<file path="src/rtl/spi_regslv_pkg.sv">
package spi_regslv_pkg;
  localparam int ADDR_W    = 12;
  localparam int MAX_BYTES = 5;
  localparam int DATA_W    = MAX_BYTES * 8;
  localparam int LEN_W     = $clog2(MAX_BYTES + 1);

  // Upper bounds of the ordered address regions
  localparam logic [ADDR_W-1:0] COEF_TOP  = 12'h3FF;
  localparam logic [ADDR_W-1:0] CODE_TOP  = 12'h9FF;
  localparam logic [ADDR_W-1:0] WIDE_TOP  = 12'hA44;
  localparam logic [ADDR_W-1:0] PTR_TOP   = 12'hA49;
  localparam logic [ADDR_W-1:0] PROBE_TOP = 12'hA4F;
  localparam logic [ADDR_W-1:0] CFG2_TOP  = 12'hA51;

  typedef enum logic [1:0] {
    FR_HEAD = 2'd0,
    FR_DATA = 2'd1,
    FR_SKIP = 2'd2
  } frame_st_t;
endpackage

</file>
<file path="src/rtl/spi_sync.sv">
module spi_sync #(
  parameter int STAGES = 2,
  parameter int W      = 3,
  parameter logic [W-1:0] RST_VAL = '0
) (
  input  logic         clk,
  input  logic         rst,
  input  logic [W-1:0] din,
  output logic [W-1:0] dout
);
  for (genvar g = 0; g < W; g++) begin : g_bit
    logic [STAGES-1:0] chain;
    always_ff @(posedge clk) begin
      if (rst) chain <= {STAGES{RST_VAL[g]}};
      else     chain <= {chain[STAGES-2:0], din[g]};
    end
    assign dout[g] = chain[STAGES-1];
  end
endmodule

</file>
<file path="src/rtl/spi_len_decode.sv">
module spi_len_decode
  import spi_regslv_pkg::*;
#(
  parameter int AW = ADDR_W,
  parameter int LW = LEN_W
) (
  input  logic [AW-1:0] addr,
  input  logic          rd,
  output logic [LW-1:0] nbytes
);
  always_comb begin
    if (addr <= COEF_TOP)       nbytes = LW'(4);
    else if (addr <= CODE_TOP)  nbytes = LW'(5);
    else if (addr <= WIDE_TOP)  nbytes = LW'(5);
    else if (addr <= PTR_TOP)   nbytes = LW'(2);
    else if (addr <= PROBE_TOP) nbytes = rd ? LW'(3) : LW'(2);
    else if (addr <= CFG2_TOP)  nbytes = LW'(2);
    else                        nbytes = LW'(1);
  end
endmodule

</file>
<file path="src/rtl/spi_tx_shift.sv">
module spi_tx_shift #(
  parameter int MAXB = 5,
  parameter int DW   = MAXB * 8,
  parameter int LW   = 3
) (
  input  logic          clk,
  input  logic          rst,
  input  logic          idle,
  input  logic          load,
  input  logic          shift,
  input  logic [DW-1:0] word,
  input  logic [LW-1:0] nbytes,
  output logic          miso,
  output logic          oe
);
  logic [DW-1:0]   sreg;
  logic [LW+2:0]   shamt;
  logic [LW-1:0]   pad;

  assign pad   = LW'(MAXB) - nbytes;
  assign shamt = {pad, 3'b000};

  always_ff @(posedge clk) begin
    if (rst) begin
      sreg <= '0;
      oe   <= 1'b0;
    end else if (idle) begin
      oe <= 1'b0;
    end else if (load) begin
      sreg <= word << shamt;
      oe   <= 1'b1;
    end else if (shift) begin
      sreg <= {sreg[DW-2:0], 1'b0};
    end
  end

  assign miso = sreg[DW-1];
endmodule

</file>
<file path="src/rtl/spi_frame_ctrl.sv">
module spi_frame_ctrl
  import spi_regslv_pkg::*;
#(
  parameter int AW = ADDR_W,
  parameter int DW = DATA_W,
  parameter int LW = LEN_W
) (
  input  logic          clk,
  input  logic          rst,
  input  logic          csn_s,
  input  logic          sclk_s,
  input  logic          mosi_s,
  input  logic          chip_sel,
  input  logic [LW-1:0] word_len,
  input  logic [DW-1:0] bus_rdata,
  output logic [AW-1:0] cur_addr,
  output logic          rd_mode,
  output logic [AW-1:0] bus_addr,
  output logic [DW-1:0] bus_wdata,
  output logic          bus_we,
  output logic          bus_re,
  output logic          tx_load,
  output logic          tx_shift,
  output logic [DW-1:0] tx_word
);
  frame_st_t     st;
  logic          sclk_q;
  logic          rise, fall;
  logic [2:0]    bit_cnt;
  logic [1:0]    hdr_idx;
  logic [7:0]    byte_sh;
  logic [7:0]    nb;
  logic [LW-1:0] wcnt;
  logic [DW-1:0] wsh, wsh_nx;
  logic          fresh;
  logic          re_d;
  logic [DW-1:0] rbuf;
  logic [AW-1:0] addr;
  logic          rd;
  logic          byte_done, word_done, id_ok;

  assign rise      = sclk_s & ~sclk_q;
  assign fall      = ~sclk_s & sclk_q;
  assign nb        = {byte_sh[6:0], mosi_s};
  assign wsh_nx    = {wsh[DW-2:0], mosi_s};
  assign byte_done = (bit_cnt == 3'd7);
  assign word_done = byte_done && (wcnt == word_len - LW'(1));
  assign id_ok     = (nb[7:1] == {6'b000000, chip_sel});

  assign tx_load  = fall && !csn_s && (st == FR_DATA) && rd && fresh;
  assign tx_shift = fall && !csn_s && (st == FR_DATA) && rd && !fresh;
  assign tx_word  = rbuf;
  assign cur_addr = addr;
  assign rd_mode  = rd;

  always_ff @(posedge clk) begin
    if (rst) begin
      st        <= FR_HEAD;
      sclk_q    <= 1'b0;
      bit_cnt   <= '0;
      hdr_idx   <= '0;
      byte_sh   <= '0;
      wcnt      <= '0;
      wsh       <= '0;
      fresh     <= 1'b0;
      re_d      <= 1'b0;
      rbuf      <= '0;
      addr      <= '0;
      rd        <= 1'b0;
      bus_addr  <= '0;
      bus_wdata <= '0;
      bus_we    <= 1'b0;
      bus_re    <= 1'b0;
    end else begin
      bus_we <= 1'b0;
      bus_re <= 1'b0;
      sclk_q <= sclk_s;
      re_d   <= bus_re;
      if (re_d) rbuf <= bus_rdata;

      if (csn_s) begin
        st      <= FR_HEAD;
        bit_cnt <= '0;
        hdr_idx <= '0;
        wcnt    <= '0;
        wsh     <= '0;
        fresh   <= 1'b0;
        rd      <= 1'b0;
      end else if (rise) begin
        bit_cnt <= bit_cnt + 3'd1;
        case (st)
          FR_HEAD: begin
            byte_sh <= nb;
            if (byte_done) begin
              case (hdr_idx)
                2'd0: begin
                  if (id_ok) begin
                    rd      <= nb[0];
                    hdr_idx <= 2'd1;
                  end else begin
                    st <= FR_SKIP;
                  end
                end
                2'd1: begin
                  addr[AW-1:8] <= nb[AW-9:0];
                  hdr_idx      <= 2'd2;
                end
                default: begin
                  addr[7:0] <= nb;
                  st        <= FR_DATA;
                  fresh     <= 1'b1;
                  wcnt      <= '0;
                  wsh       <= '0;
                  if (rd) begin
                    bus_re   <= 1'b1;
                    bus_addr <= {addr[AW-1:8], nb};
                  end
                end
              endcase
            end
          end
          FR_DATA: begin
            fresh <= 1'b0;
            wsh   <= wsh_nx;
            if (word_done) begin
              wcnt  <= '0;
              fresh <= 1'b1;
              wsh   <= '0;
              addr  <= addr + AW'(1);
              if (rd) begin
                bus_re   <= 1'b1;
                bus_addr <= addr + AW'(1);
              end else begin
                bus_we    <= 1'b1;
                bus_addr  <= addr;
                bus_wdata <= wsh_nx;
              end
            end else if (byte_done) begin
              wcnt <= wcnt + LW'(1);
            end
          end
          default: ;
        endcase
      end
    end
  end
endmodule

</file>
<file path="src/rtl/spi_regslv.sv">
module spi_regslv
  import spi_regslv_pkg::*;
#(
  parameter int SYNC_STAGES = 2,
  parameter int AW          = ADDR_W,
  parameter int MAXB        = MAX_BYTES,
  parameter int DW          = MAXB * 8,
  parameter int LW          = $clog2(MAXB + 1)
) (
  input  logic          clk,
  input  logic          rst,
  input  logic          chip_sel,
  input  logic          spi_csn,
  input  logic          spi_sclk,
  input  logic          spi_mosi,
  output logic          spi_miso,
  output logic          spi_miso_oe,
  output logic [AW-1:0] bus_addr,
  output logic [DW-1:0] bus_wdata,
  output logic          bus_we,
  output logic          bus_re,
  input  logic [DW-1:0] bus_rdata
);
  logic [2:0]    sync_q;
  logic          csn_s, sclk_s, mosi_s;
  logic [AW-1:0] cur_addr;
  logic          rd_mode;
  logic [LW-1:0] word_len;
  logic          tx_load, tx_shift;
  logic [DW-1:0] tx_word;

  spi_sync #(.STAGES(SYNC_STAGES), .W(3), .RST_VAL(3'b100)) u_sync (
    .clk (clk),
    .rst (rst),
    .din ({spi_csn, spi_sclk, spi_mosi}),
    .dout(sync_q)
  );
  assign {csn_s, sclk_s, mosi_s} = sync_q;

  spi_len_decode #(.AW(AW), .LW(LW)) u_len (
    .addr  (cur_addr),
    .rd    (rd_mode),
    .nbytes(word_len)
  );

  spi_frame_ctrl #(.AW(AW), .DW(DW), .LW(LW)) u_ctrl (
    .clk      (clk),
    .rst      (rst),
    .csn_s    (csn_s),
    .sclk_s   (sclk_s),
    .mosi_s   (mosi_s),
    .chip_sel (chip_sel),
    .word_len (word_len),
    .bus_rdata(bus_rdata),
    .cur_addr (cur_addr),
    .rd_mode  (rd_mode),
    .bus_addr (bus_addr),
    .bus_wdata(bus_wdata),
    .bus_we   (bus_we),
    .bus_re   (bus_re),
    .tx_load  (tx_load),
    .tx_shift (tx_shift),
    .tx_word  (tx_word)
  );

  spi_tx_shift #(.MAXB(MAXB), .DW(DW), .LW(LW)) u_tx (
    .clk   (clk),
    .rst   (rst),
    .idle  (csn_s),
    .load  (tx_load),
    .shift (tx_shift),
    .word  (tx_word),
    .nbytes(word_len),
    .miso  (spi_miso),
    .oe    (spi_miso_oe)
  );
endmodule

</file>
<file path="config.mk">
export PLATFORM = sky130hd
export DESIGN_NAME = spi_regslv
export DESIGN_NICKNAME = d
export VERILOG_FILES = /design/src/rtl/spi_regslv_pkg.sv /design/src/rtl/spi_sync.sv /design/src/rtl/spi_len_decode.sv /design/src/rtl/spi_tx_shift.sv /design/src/rtl/spi_frame_ctrl.sv /design/src/rtl/spi_regslv.sv
export SDC_FILE = /design/constraint.sdc
export NUM_CORES = 1
export LEC_CHECK = 0
export BUFFER_PORTS_ARGS = -buffer_cell sky130_fd_sc_hd__buf_2
export CAP_MARGIN = 20
export CORE_ASPECT_RATIO = 2
export CORE_MARGIN = 4
export CORE_UTILIZATION = 41
export CTS_CLUSTER_DIAMETER = 60
export CTS_CLUSTER_SIZE = 14
export DETAILED_ROUTE_END_ITERATION = 10
export PLACE_DENSITY = 0.57
export SLEW_MARGIN = 5
export SYNTH_ARGS = -nofsm -noshare
export SYNTH_HDL_FRONTEND = slang
export SYNTH_SLANG_ARGS = --single-unit
export TNS_END_PERCENT = 20
</file>
<file path="constraint.sdc">
create_clock -name clk -period 7.4 [get_ports clk]
set_input_delay 1.11 -clock clk [delete_from_list [all_inputs] [get_ports clk]]
set_output_delay 1.11 -clock clk [all_outputs]
set_load 0.05 [all_outputs]
</file>
==> key figures, run 1 <==
STA
  • Max-slew violations: 0
  • Clk_skew: 0.0182 ns
  • Fin. Hold Viols: 0
  • RSZ-0062 raised after global routing: false
  • # setup viols final: 0
  • Least-Margin Pin Slew: 1.06 ns
  • Hold slack: 0.409 ns
  • Setup TNS: 0 ns
  • Fin crit share: 0.634
  • Slew Limit Headroom: 0.286
  • Fmax: 213 MHz
  • Minimum clock period: 4.70 ns

Synth
  • Asr flop ratio synth: 0
  • Syn Nets: between 1000 and 1500
  • Adder-Cell Fraction of Synth Area: 0.00905
  • Mapped Avg Cell Area: 9.01 sq um
  • Yosys warnings: 0
  • Synthesized area: between 9000 and 10000 sq um
  • Synth Instances: approximately 1100
  • Post-synthesis register bit count: 213
  • Netlist cell types: 70
  • Post-synthesis sequential area ratio: 0.440
  • Synth Area in Compound Gates: 0.185
  • Synth Flop Type: dfxtp_1
  • Number of synthesized flops with an enable pin: 0
  • Post-Synth XOR/XNOR Area: 0.0154
  • Multiplexer share of the synthesized area: 0.118
  • Simple-Gate Fraction of Synth Area: 0.180
  • Main combinational cell family by area after synthesis: compound AO/OA/AOI/OAI gates

Critical path
  • CP Max Fanout: 40
  • CP max-delay cell: nor2_2
  • Crit path required time: 7.76 ns
  • Worst path max stage delay: ~0.66 ns
  • Crit path cell chain: o21ai_1 -> o21ai_0 -> nand3_1 -> nor2_2 -> inv_2 -> ha_1 -> xor2_1 -> a31oi_1 -> nand4b_2 -> a211oi_4 -> buf_4 -> mux2i_1 -> nor2_1
  • Worst setup EP type: register
  • CP arrival: roughly 5.1 ns
  • Worst Setup Start Kind: register
  • Crit path kind: reg2reg

Global route
  • Pin count of the biggest net entering global routing: 75
  • Gr ovfl total: 0
  • Vias in the first global route: ~8000
  • First-pass GRT wire length: 42900 microns
  • GRT Overall Usage: 0.208
  • Initial antenna violation count: 0

Drt
  • Aggregate routed wire length: 27500 microns
  • Wirelength per Cell: approximately 20 microns
  • DRT iter0 DRCs: about 450
  • Drt drc: 0
  • DR pass1 iterations: 5
  • Detail Route Antenna Nets: 0
  • Vias per cell: ~5.8
  • Vias: 8112

Clocking
  • CTS buffer count: 19
  • Worst skew pair latency: ~0.5 ns
  • Root Buffer: clkbuf_16
  • Clk slew on worst S/H paths: 0.07 ns
  • Clock tree sinks: 213
  • # resized after CTS: 0
  • CTS tree: done
  • Hold buffer count at CTS: 0
  • CTS HTree Levels: 1
  • Clock Path Buffers: 3
  • Postcts setup bufs: 0

Placement
  • Detail Placement HPWL: 19600 microns
  • Placer Congestion: 0.929
  • Post-placement cell area: approximately 10000 sq um
  • Port Buffers: 101

Die
  • Ports: just over 100
  • Die footprint: 26300 sq um
  • Num rows: 79
  • Core Box Area: 23200 sq um
  • Die width: 117 microns
  • Initial Utilization: 0.417
  • Die Span Y: 225 microns

Status
  • Outcome: completed

Pwr
  • Pwr per Cell Area: just under 200 nW/um^2
  • P_leak: 3.73 nW
  • VDD IR max: 0.169 mV

Layout
  • Share of post-route cells with drive strength above 1: 0.168
  • Layout Nets: between 1000 and 1500
  • Final std cell area, no fill: between 10000 and 15000 sq um
  • Ant diodes: 0
  • Syn-to-layout area delta: 11.4%
  • Layout fillers: 2264

Hold path
  • Path category of the worst min-delay check: reg2reg

Job
  • Max_cap viols: 0
state kept, by name (all words and copies together), names as in the netlist:
name,cells
u_ctrl.bit_cnt,3
u_ctrl.bus_addr,12
u_ctrl.bus_re,1
u_ctrl.bus_wdata,40
u_ctrl.bus_we,1
u_ctrl.byte_sh,7
u_ctrl.cur_addr,12
u_ctrl.fresh,1
u_ctrl.hdr_idx,2
u_ctrl.rd_mode,1
u_ctrl.re_d,1
u_ctrl.sclk_q,1
u_ctrl.st,2
u_ctrl.tx_word,40
u_ctrl.wcnt,3
u_ctrl.wsh,39
u_sync.g_bit.chain,6
u_tx.oe,1
u_tx.sreg,40
worst max-delay path, delay by kind of cell (launching register included):
kind,cells,cell delay [ns]
AOI/OAI and AO/OA,4,0.86
xor gates and xnor gates,1,0.17
adders and majority gates,1,0.25
buffers and inverters,2,0.83
DFF,1,0.51
muxes,1,0.27
and+or+nand+nor,4,1.60
placed cells by master, fill, tap and decap left out, types with 8 or more instances in the layout:
master and instances:
a311oi_1 10, nand2_1 91, dfxtp_1 212, o21ai_0 26, xor2_1 9, nand3_1 28, a21oi_1 45, a22o_1 39
xnor2_1 8, a2111oi_0 11, a221oi_1 16, inv_1 21, and3_1 12, o31ai_1 9, buf_2 100, clkbuf_16 19
mux2i_1 110, nor3_1 33, nor2_1 149, a211oi_1 16, buf_4 18, or2_2 10
per-layer routing:
metal | vias to the layer above | global-route usage | share of wire
met4 | 0 | 0.128 | 0.065
met1 | 3861 | 0.212 | 0.35
met5 | - | 0 | 0
met2 | 192 | 0.389 | 0.55
met3 | 91 | 0.0231 | 0.033
li1 | 3968 | - | -
cell families (layout without fill, tap and decap cells):
family,count (synthesis),in the layout
adders and majority gates,7,7
buffers and inverters,111,163
AOI/OAI and AO/OA,237,237
DFF,213,213
xor gates and xnor gates,17,17
muxes,114,114
and+or+nand+nor,376,376
worst paths after layout:
kind / slack (ns) / startpoint / endpoint / cells past startpoint
max: 2.70 / u_ctrl.cur_addr[10]$_SDFFE_PP0P_ / u_ctrl.bus_wdata[18]$_SDFFE_PP0P_ / 13
min: 0.41 / u_sync.g_bit[2].chain[0]$_SDFF_PP1_ / u_sync.g_bit[2].chain[1]$_SDFF_PP1_ / 1
max reg2reg: 2.70 / u_ctrl.cur_addr[10]$_SDFFE_PP0P_ / u_ctrl.bus_wdata[18]$_SDFFE_PP0P_ / 13
min reg2reg: 0.41 / u_sync.g_bit[2].chain[0]$_SDFF_PP1_ / u_sync.g_bit[2].chain[1]$_SDFF_PP1_ / 1
Yosys cell counts (7+ instances only):
library cell | n | area share
buf_2 | 13 | 0.0067
o21ai_0 | 26 | 0.013
a21oi_1 | 45 | 0.023
or2_2 | 10 | 0.0065
a22o_1 | 39 | 0.035
o31ai_1 | 9 | 0.0070
a211oi_1 | 16 | 0.012
a2111oi_0 | 11 | 0.010
nor4_1 | 7 | 0.0045
clkbuf_1 | 57 | 0.022
mux2i_1 | 110 | 0.11
nand2_1 | 91 | 0.035
nor2b_1 | 7 | 0.0045
nor3_1 | 34 | 0.018
xor2_1 | 9 | 0.0081
o211ai_1 | 7 | 0.0054
xnor2_1 | 8 | 0.0072
nand3_1 | 28 | 0.014
inv_1 | 21 | 0.0081
dfxtp_1 | 213 | 0.44
and3_1 | 12 | 0.0078
ha_1 | 7 | 0.0090
a311oi_1 | 10 | 0.0090
a221oi_1 | 16 | 0.014
nor2_1 | 150 | 0.058
o221a_2 | 7 | 0.0081
power breakdown:
part	switching, mW	leakage (nW)	internal, mW
Combinational	0.0259	1.76	0.0127
Sequential	0.00143	1.72	1.15
Clock	0.430	0.252	0.472
metrics by stage:
step	setup WS [ns]	utilization	power [mW]	cells
6_report	2.70	0.464	2.09	1410
5_1_grt	2.25	0.464	2.16	1410
4_1_cts	2.72	0.464	2.12	1410
3_5_place_dp	2.75	0.442	1.21	1388
3_3_place_gp	2.80	0.442	1.21	1388
2_1_floorplan	3.83	-	1.19	1075
area by class of cell:
type	count	area [sq um]	area share
Tap cell	283	354	0.0328
Timing Repair Buffer	118	636	0.0589
Inverter	23	86.3	0.00800
Sequential cell	213	4270	0.395
Multi-Input combinational cell	751	4940	0.458
Clock buffer	20	489	0.0454
Clock inverter	2	20.0	0.00186
(Power assumes the default switching activity.)
==> run 2: changes to the inputs <==
ABC_AREA = 1   (was unset)
clock period = 4.72 ns   (was 7.4 ns; I/O delays follow)
==> key figures, run 2 <==
Clocking
  • Clock Path Buffers: 3 (unchanged)
  • Worst skew pair latency: 0.50 ns (about the same)
  • CTS HTree Levels: 1 (unchanged)
  • CTS buffer count: 19 (unchanged)
  • Clock tree sinks: 213 (unchanged)
  • Root Buffer: clkbuf_16
  • CTS tree: done
  • Postcts setup bufs: 0 (unchanged)
  • Clk slew on worst S/H paths: 0.07 ns (about the same)
  • # resized after CTS: 0 (unchanged)
  • Hold buffer count at CTS: 0 (unchanged)

Pwr
  • Pwr per Cell Area: 296 nW/um^2 (+53%)
  • Clock power frac: 0.426 (-0.006)
  • Sw Ratio: 0.220 (+0.000849)
  • Sequential power share: 0.553 (+0.003)
  • P_leak: 4.91 nW (+32%)
  • Net Switching: 0.717 mW (+57%)
  • Logic pwr share: 0.021 (+0.003)
  • Internal power: 2.54 mW (+56%)
  • VDD IR max: 0.326 mV (+93%)

Critical path
  • Worst path max stage delay: 0.41 ns (-0.25 ns)
  • Crit path kind: reg2reg
  • CP arrival: 4.24 ns (-0.82 ns)
  • Worst Setup EP: u_ctrl.bus_addr[11]$_SDFFE_PP0P_
  • RR Endpoint: u_ctrl.bus_addr[11]$_SDFFE_PP0P_
  • R2r setup slk: 0.87 ns (-1.83 ns)
  • Worst r2r src: u_ctrl.cur_addr[9]$_SDFFE_PP0P_
  • Crit. Startpoint: u_ctrl.cur_addr[9]$_SDFFE_PP0P_
  • Worst setup EP type: register
  • CP max-delay cell: nand2_2
  • Crit path required time: 5.11 ns (-2.65 ns)
  • CP Max Fanout: 26 (-35%)
  • Worst Setup Start Kind: register
  • Crit path cell chain: nand2_1 -> a21oi_1 -> a21oi_1 -> nand2_1 -> o21ai_1 -> inv_2 -> nor2_2 -> buf_4 -> inv_2 -> ha_1 -> xnor2_1 -> nor2_1 -> nand2_1 -> nor2_2 -> nand3_2 -> nand2_2 -> nand2_2 -> nor2_1 -> nor2_1
  • R2R depth: 19 (+6)

Synth
  • Asr flop ratio synth: 0 (unchanged)
  • Synth Flop Type: dfxtp_1
  • Syn Nets: 1499 (+33%)
  • Synth cell count leaders: 300 x nand2_1, 213 x dfxtp_1, 195 x nor2_1
  • Synth Instances: 1446 (+35%)
  • Synth area leader: dfxtp_1
  • Yosys warnings: 0 (unchanged)
  • Synth area leaders: dfxtp_1 43%, nand2_1 11%, a21oi_1 9.4%
  • Post-synthesis sequential area ratio: 0.431 (-0.00920)
  • Synthesized area: 9890 sq um (+2.1%)
  • Number of synthesized flops with an enable pin: 0 (unchanged)
  • Mapped Avg Cell Area: 6.84 sq um (-24%)
  • Count leader, synth: nand2_1
  • Top cell type's share of synthesized area: 0.431 (-0.00920)
  • Post-synthesis register bit count: 213 (unchanged)
  • Netlist cell types: 35 (-50%)

Die
  • Ports: 102 (unchanged)
  • Initial Utilization: 0.415 (-0.00173)
  • Die width: 118 microns (+0.99%)
  • Core Box Area: 23800 sq um (+2.6%)
  • Die Span Y: 228 microns (+1.0%)
  • Die footprint: 26800 sq um (+2.0%)
  • Num rows: 80 (+1.3%)

STA
  • Fin. Hold Viols: 0 (unchanged)
  • Least-Margin Pin Slew: 1.10 ns (+0.0348 ns)
  • Setup TNS: 0 ns (unchanged)
  • Fmax: 260 MHz (+22%)
  • RSZ-0062 raised after global routing: false
  • # setup viols final: 0 (unchanged)
  • Fin crit share: 0.815 (+0.181)
  • Slew Limit Headroom: 0.266 (-0.0194)
  • Clk_skew: 0.0151 ns (-0.00311 ns)
  • Hold slack: 0.395 ns (-0.0141 ns)
  • Max-slew violations: 0 (unchanged)
  • Minimum clock period: 3.85 ns (-0.847 ns)

Drt
  • Wirelength per Cell: 16.3 microns (-16%)
  • DR top layer: met4
  • DRT iter0 DRCs: 703 (+56%)
  • Detail Route Antenna Nets: 0 (unchanged)
  • DR pass1 iterations: 5 (unchanged)
  • Metal2 WL: 15600 microns (+3.5%)
  • Drt drc: 0 (unchanged)
  • Aggregate routed wire length: 29100 microns (+5.6%)
  • Met1 WL: 10800 microns (+11%)
  • Vias per cell: 5.31 (-7.7%)
  • Met3 routed WL: 904 microns (+1.0%)
  • Vias: 9444 (+16%)

Layout
  • Most common cell after layout, fill and taps aside: nand2_1
  • Fin cells: 1779 (+26%)
  • Highest-count cells in the layout ignoring fill and taps: 300 x nand2_1, 213 x dfxtp_1, 194 x nor2_1
  • Ant diodes: 0 (unchanged)
  • Syn-to-layout area delta: 11.3%
  • Final Util: 0.462 (-0.00266)
  • Final std cell area, no fill: 11000 sq um (+2.0%)
  • Share of post-route cells with drive strength above 1: 0.114 (-0.0538)
  • Layout Nets: 1546 (+31%)

Hold path
  • Hold Startpoint: spi_csn
  • Path category of the worst min-delay check: in2reg

Global route
  • Vias in the first global route: 9191 (+15%)
  • First-pass GRT wire length: 47000 microns (+9.5%)
  • GRT Overall Usage: 0.214 (+0.00596)
  • Gr ovfl total: 0 (unchanged)
  • Pin count of the biggest net entering global routing: 97 (+29%)
  • Initial antenna violation count: 0 (unchanged)

Placement
  • Detail Placement HPWL: 20200 microns (+3.3%)
  • Placer Congestion: 0.918 (-1.2%)
  • Port Buffers: 101 (unchanged)
  • Post-placement cell area: 10500 sq um (+2.2%)
  • Placed Cells: 1759 (+27%)

Job
  • Max_cap viols: 0 (unchanged)

Status
  • Outcome: completed
==> run 2: final cells by class <==
| class | instances | area, sq um |
|---|---|---|
| Multi-Input combinational cell | 1002 | 4720 |
| Inverter | 139 | 523 |
| Clock buffer | 19 | 475 |
| Tap cell | 287 | 359 |
| Sequential cell | 213 | 4260 |
| Clock inverter | 1 | 16.3 |
| Timing Repair Buffer | 118 | 646 |
| Fill cell | 2610 | 12800 |
==> run 2: through the flow <==
| stage | worst slack, ns | power, mW |
|---|---|---|
| after CTS | 0.880 | 3.30 |
| after detailed placement | 0.894 | 1.91 |
| after global placement | 0.970 | 1.91 |
| after global routing | 0.415 | 3.36 |
| final | 0.872 | 3.26 |
| after floorplan | 1.57 | 1.88 |
==> run 2: power by group through the flow <==
stage | logic [mW] | clock network [mW] | registers, mW
2_1_floorplan | 0.0351 | 0 | 1.84
3_3_place_gp | 0.0702 | 0 | 1.84
3_5_place_dp | 0.0700 | 0 | 1.84
4_1_cts | 0.0703 | 1.43 | 1.80
5_1_grt | 0.0770 | 1.49 | 1.80
6_report | 0.0686 | 1.39 | 1.80
==> run 2: worst min path at each step <==
stage	endpoint	cells after the start
global route	u_sync.g_bit[2].chain[0]$_SDFF_PP1_	2
CTS	u_sync.g_bit[2].chain[0]$_SDFF_PP1_	2
detailed placement	u_sync.g_bit[0].chain[1]$_SDFF_PP0_	2
finish	u_sync.g_bit[2].chain[0]$_SDFF_PP1_	2
global placement	u_sync.g_bit[2].chain[1]$_SDFF_PP1_	1
floorplan	u_sync.g_bit[0].chain[1]$_SDFF_PP0_	2
==> run 2: logic make-up after synthesis <==
| kind of cell | share of synthesized area |
|---|---|
| simple gates | 0.277 |
| compound gates | 0.179 |
| buf+inv | 0.0920 |
| flops | 0.431 |
| xor+xnor | 0.0115 |
| fa+ha+maj | 0.00886 |
==> run 2: per-layer routing <==
metal | global-route usage | up-vias
met5 | 0 | -
met4 | 0.130 | 0
met3 | 0.0225 | 87
met2 | 0.409 | 218
met1 | 0.223 | 4360
li1 | - | 4779
==> run 2: worst max-delay path, delay by kind of cell (launching register included) <==
family | cells | cell delay [ns]
buffers and inverters | 3 | 0.65
DFF | 1 | 0.40
xor gates and xnor gates | 1 | 0.12
adders and majority gates | 1 | 0.30
AOI/OAI and AO/OA | 3 | 0.56
and+or+nand+nor | 11 | 1.71
==> run 3: changes to the inputs <==
ABC_AREA = 0   (was 1)
PLACE_DENSITY = 0.59   (was 0.57)
clock period = 3.3 ns   (was 4.72 ns; I/O delays follow)
==> key figures, run 3 (synthesized netlist as in run 1, its figures left out) <==
Status
  • Outcome: completed

Layout
  • Highest-count cells in the layout ignoring fill and taps: 210 x dfxtp_1, 148 x nor2_1, 110 x mux2i_1
  • Layout Nets: 1211 (-22%)
  • Share of post-route cells with drive strength above 1: 0.206 (+0.0923)
  • Layout fillers: 2261 (-13%)
  • Fin cells: 1442 (-19%)
  • Syn-to-layout area delta: 15.4%
  • Ant diodes: 0 (unchanged)
  • Most common cell after layout, fill and taps aside: dfxtp_1
  • Multi-input gate area: 5040 sq um (+7.0%)
  • Reg area: 4270 sq um (+0.21%)

Critical path
  • Crit path required time: 3.71 ns (-1.40 ns)
  • Worst path max stage delay: 0.61 ns (+0.20 ns)
  • CP arrival: 3.58 ns (-0.66 ns)
  • Worst Setup EP: u_ctrl.bus_addr[6]$_SDFFE_PP0P_
  • CP Max Fanout: 10 (-62%)
  • Crit path kind: reg2reg
  • Crit. Startpoint: u_ctrl.cur_addr[1]$_SDFFE_PP0P_
  • Worst r2r src: u_ctrl.cur_addr[1]$_SDFFE_PP0P_
  • Worst Setup Start Kind: register
  • R2r setup slk: 0.13 ns (-0.75 ns)
  • Crit path cell chain: inv_2 -> ha_4 -> and3b_1 -> and4_1 -> nor3_4 -> a31oi_4 -> inv_2 -> ha_4 -> xor2_2 -> nand4_1 -> nand4b_4 -> a211oi_2 -> buf_4 -> or4b_2 -> o31ai_1
  • RR Endpoint: u_ctrl.bus_addr[6]$_SDFFE_PP0P_
  • CP max-delay cell: or4b_2
  • Worst setup EP type: register
  • R2R depth: 15 (-4)

Clocking
  • Clock tree sinks: 213 (unchanged)
  • CTS buffer count: 19 (unchanged)
  • CTS HTree Levels: 1 (unchanged)
  • Clock Path Buffers: 3 (unchanged)
  • CTS tree: done
  • Clk slew on worst S/H paths: 0.07 ns (about the same)
  • Root Buffer: clkbuf_16
  • Worst skew pair latency: 0.51 ns (about the same)

Pwr
  • Pwr per Cell Area: 418 nW/um^2 (+41%)
  • P_leak: 3.97 nW (-19%)
  • VDD IR max: 0.389 mV (+19%)
  • Total power: 4.67 mW (+43%)

STA
  • Fin. Hold Viols: 0 (unchanged)
  • Clk_skew: 0.0272 ns (+0.0121 ns)
  • # setup viols final: 0 (unchanged)
  • Fin crit share: 0.962 (+0.146)
  • Setup TNS: 0 ns (unchanged)
  • Max-slew violations: 0 (unchanged)
  • Slew Limit Headroom: 0.487 (+0.221)
  • Least-Margin Pin Slew: 0.759 ns (-0.338 ns)
  • Fmax: 315 MHz (+21%)
  • Minimum clock period: 3.17 ns (-0.674 ns)

Drt
  • Aggregate routed wire length: 27000 microns (-7.1%)
  • DRT iter0 DRCs: 534 (-24%)
  • Wirelength per Cell: 18.7 microns (+15%)
  • DR pass1 iterations: 5 (unchanged)
  • Vias per cell: 5.72 (+7.7%)
  • Detail Route Antenna Nets: 0 (unchanged)
  • Vias: 8244 (-13%)
  • Drt drc: 0 (unchanged)

Die
  • Die width: 117 microns (-0.98%)
  • Core Box Area: 23200 sq um (-2.5%)
  • Num rows: 79 (-1.3%)
  • Initial Utilization: 0.417 (+0.00173)
  • Die Span Y: 225 microns (-1.0%)
  • Die footprint: 26300 sq um (-2.0%)
  • Ports: 102 (unchanged)

Global route
  • Pin count of the biggest net entering global routing: 73 (-25%)
  • GRT Overall Usage: 0.204 (-0.00914)
  • Initial antenna violation count: 1 (+1)
  • First-pass GRT wire length: 43100 microns (-8.3%)
  • Vias in the first global route: 8171 (-11%)
  • Gr ovfl total: 0 (unchanged)

Placement
  • Placer Congestion: 0.898 (-2.2%)
  • Port Buffers: 101 (unchanged)
  • Detail Placement HPWL: 19000 microns (-6.2%)
  • Placed Cells: 1418 (-19%)

Hold path
  • Path category of the worst min-delay check: in2reg

Job
  • Max_cap viols: 0 (unchanged)
run 3: area by class of cell:
cell class                 instances  share of cell area
multi-input combinational        751               0.452
timing repair buffer             150              0.0807
inverter                          23             0.00773
tap                              283              0.0317
sequential                       213               0.383
clock inverter                     2             0.00179
clock buffer                      20              0.0438
run 3: worst min-delay path by stage:
stage          cells after the start  slack [ns]                                  end                                 from
2_1_floorplan                      1        0.39  u_sync.g_bit[2].chain[1]$_SDFF_PP1_  u_sync.g_bit[2].chain[0]$_SDFF_PP1_
3_3_place_gp                       1        0.41  u_sync.g_bit[2].chain[1]$_SDFF_PP1_  u_sync.g_bit[2].chain[0]$_SDFF_PP1_
3_5_place_dp                       1        0.40  u_sync.g_bit[2].chain[1]$_SDFF_PP1_  u_sync.g_bit[2].chain[0]$_SDFF_PP1_
4_1_cts                            2        0.17  u_sync.g_bit[2].chain[0]$_SDFF_PP1_                              spi_csn
5_1_grt                            2        0.18  u_sync.g_bit[2].chain[0]$_SDFF_PP1_                              spi_csn
6_report                           2        0.19  u_sync.g_bit[2].chain[0]$_SDFF_PP1_                              spi_csn
run 3: critical path: cells and delay by family, from the launching register on:
kind / cells / cell delay, ns
AND/OR/NAND/NOR: 6 / 1.64
flip-flops: 1 / 0.37
buffers and inverters: 3 / 0.32
adder cells (fa/ha/maj): 2 / 0.28
AO/OA/AOI/OAI: 3 / 0.28
XOR/XNOR: 1 / 0.15
run 3: where the power goes:
group | total, mW | switching (mW) | internal [mW] | leakage, nW
Combinational | 0.0840 | 0.0551 | 0.0290 | 2.00
Clock | 2.01 | 0.949 | 1.06 | 0.252
Sequential | 2.57 | 0.00353 | 2.57 | 1.72
Total | 4.67 | 1.01 | 3.66 | 3.97
run 3: per-layer routing:
layer  vias to the layer above  wire length, microns  GRT usage
met4                         0                  1350     0.0993
met1                      3900                 10300      0.232
met2                       249                 14200      0.370
met5                         -                     0          0
met3                        69                  1190     0.0255
li1                       4026                     -          -
run 3: what timing repair did:
item | CTS | global route
hold buffers | 0 | 0
buffers inserted | 0 | 2
endpoints found under the setup margin | 12 | 101
hold endpoints to repair | 0 | 0
pin swaps | 0 | 2
gates resized for setup | 2 | 11
run 3: through the flow:
step	cell area (sq um)	util	setup WS, ns	hold slack (ns)
finish	11200	0.481	0.126	0.185
CTS	11100	0.478	-0.00384	0.171
detailed placement	10600	0.455	-0.0805	0.402
floorplan	9740	-	0.0000266	0.389
global placement	10600	0.455	0.0372	0.411
global route	11200	0.481	-0.0159	0.181
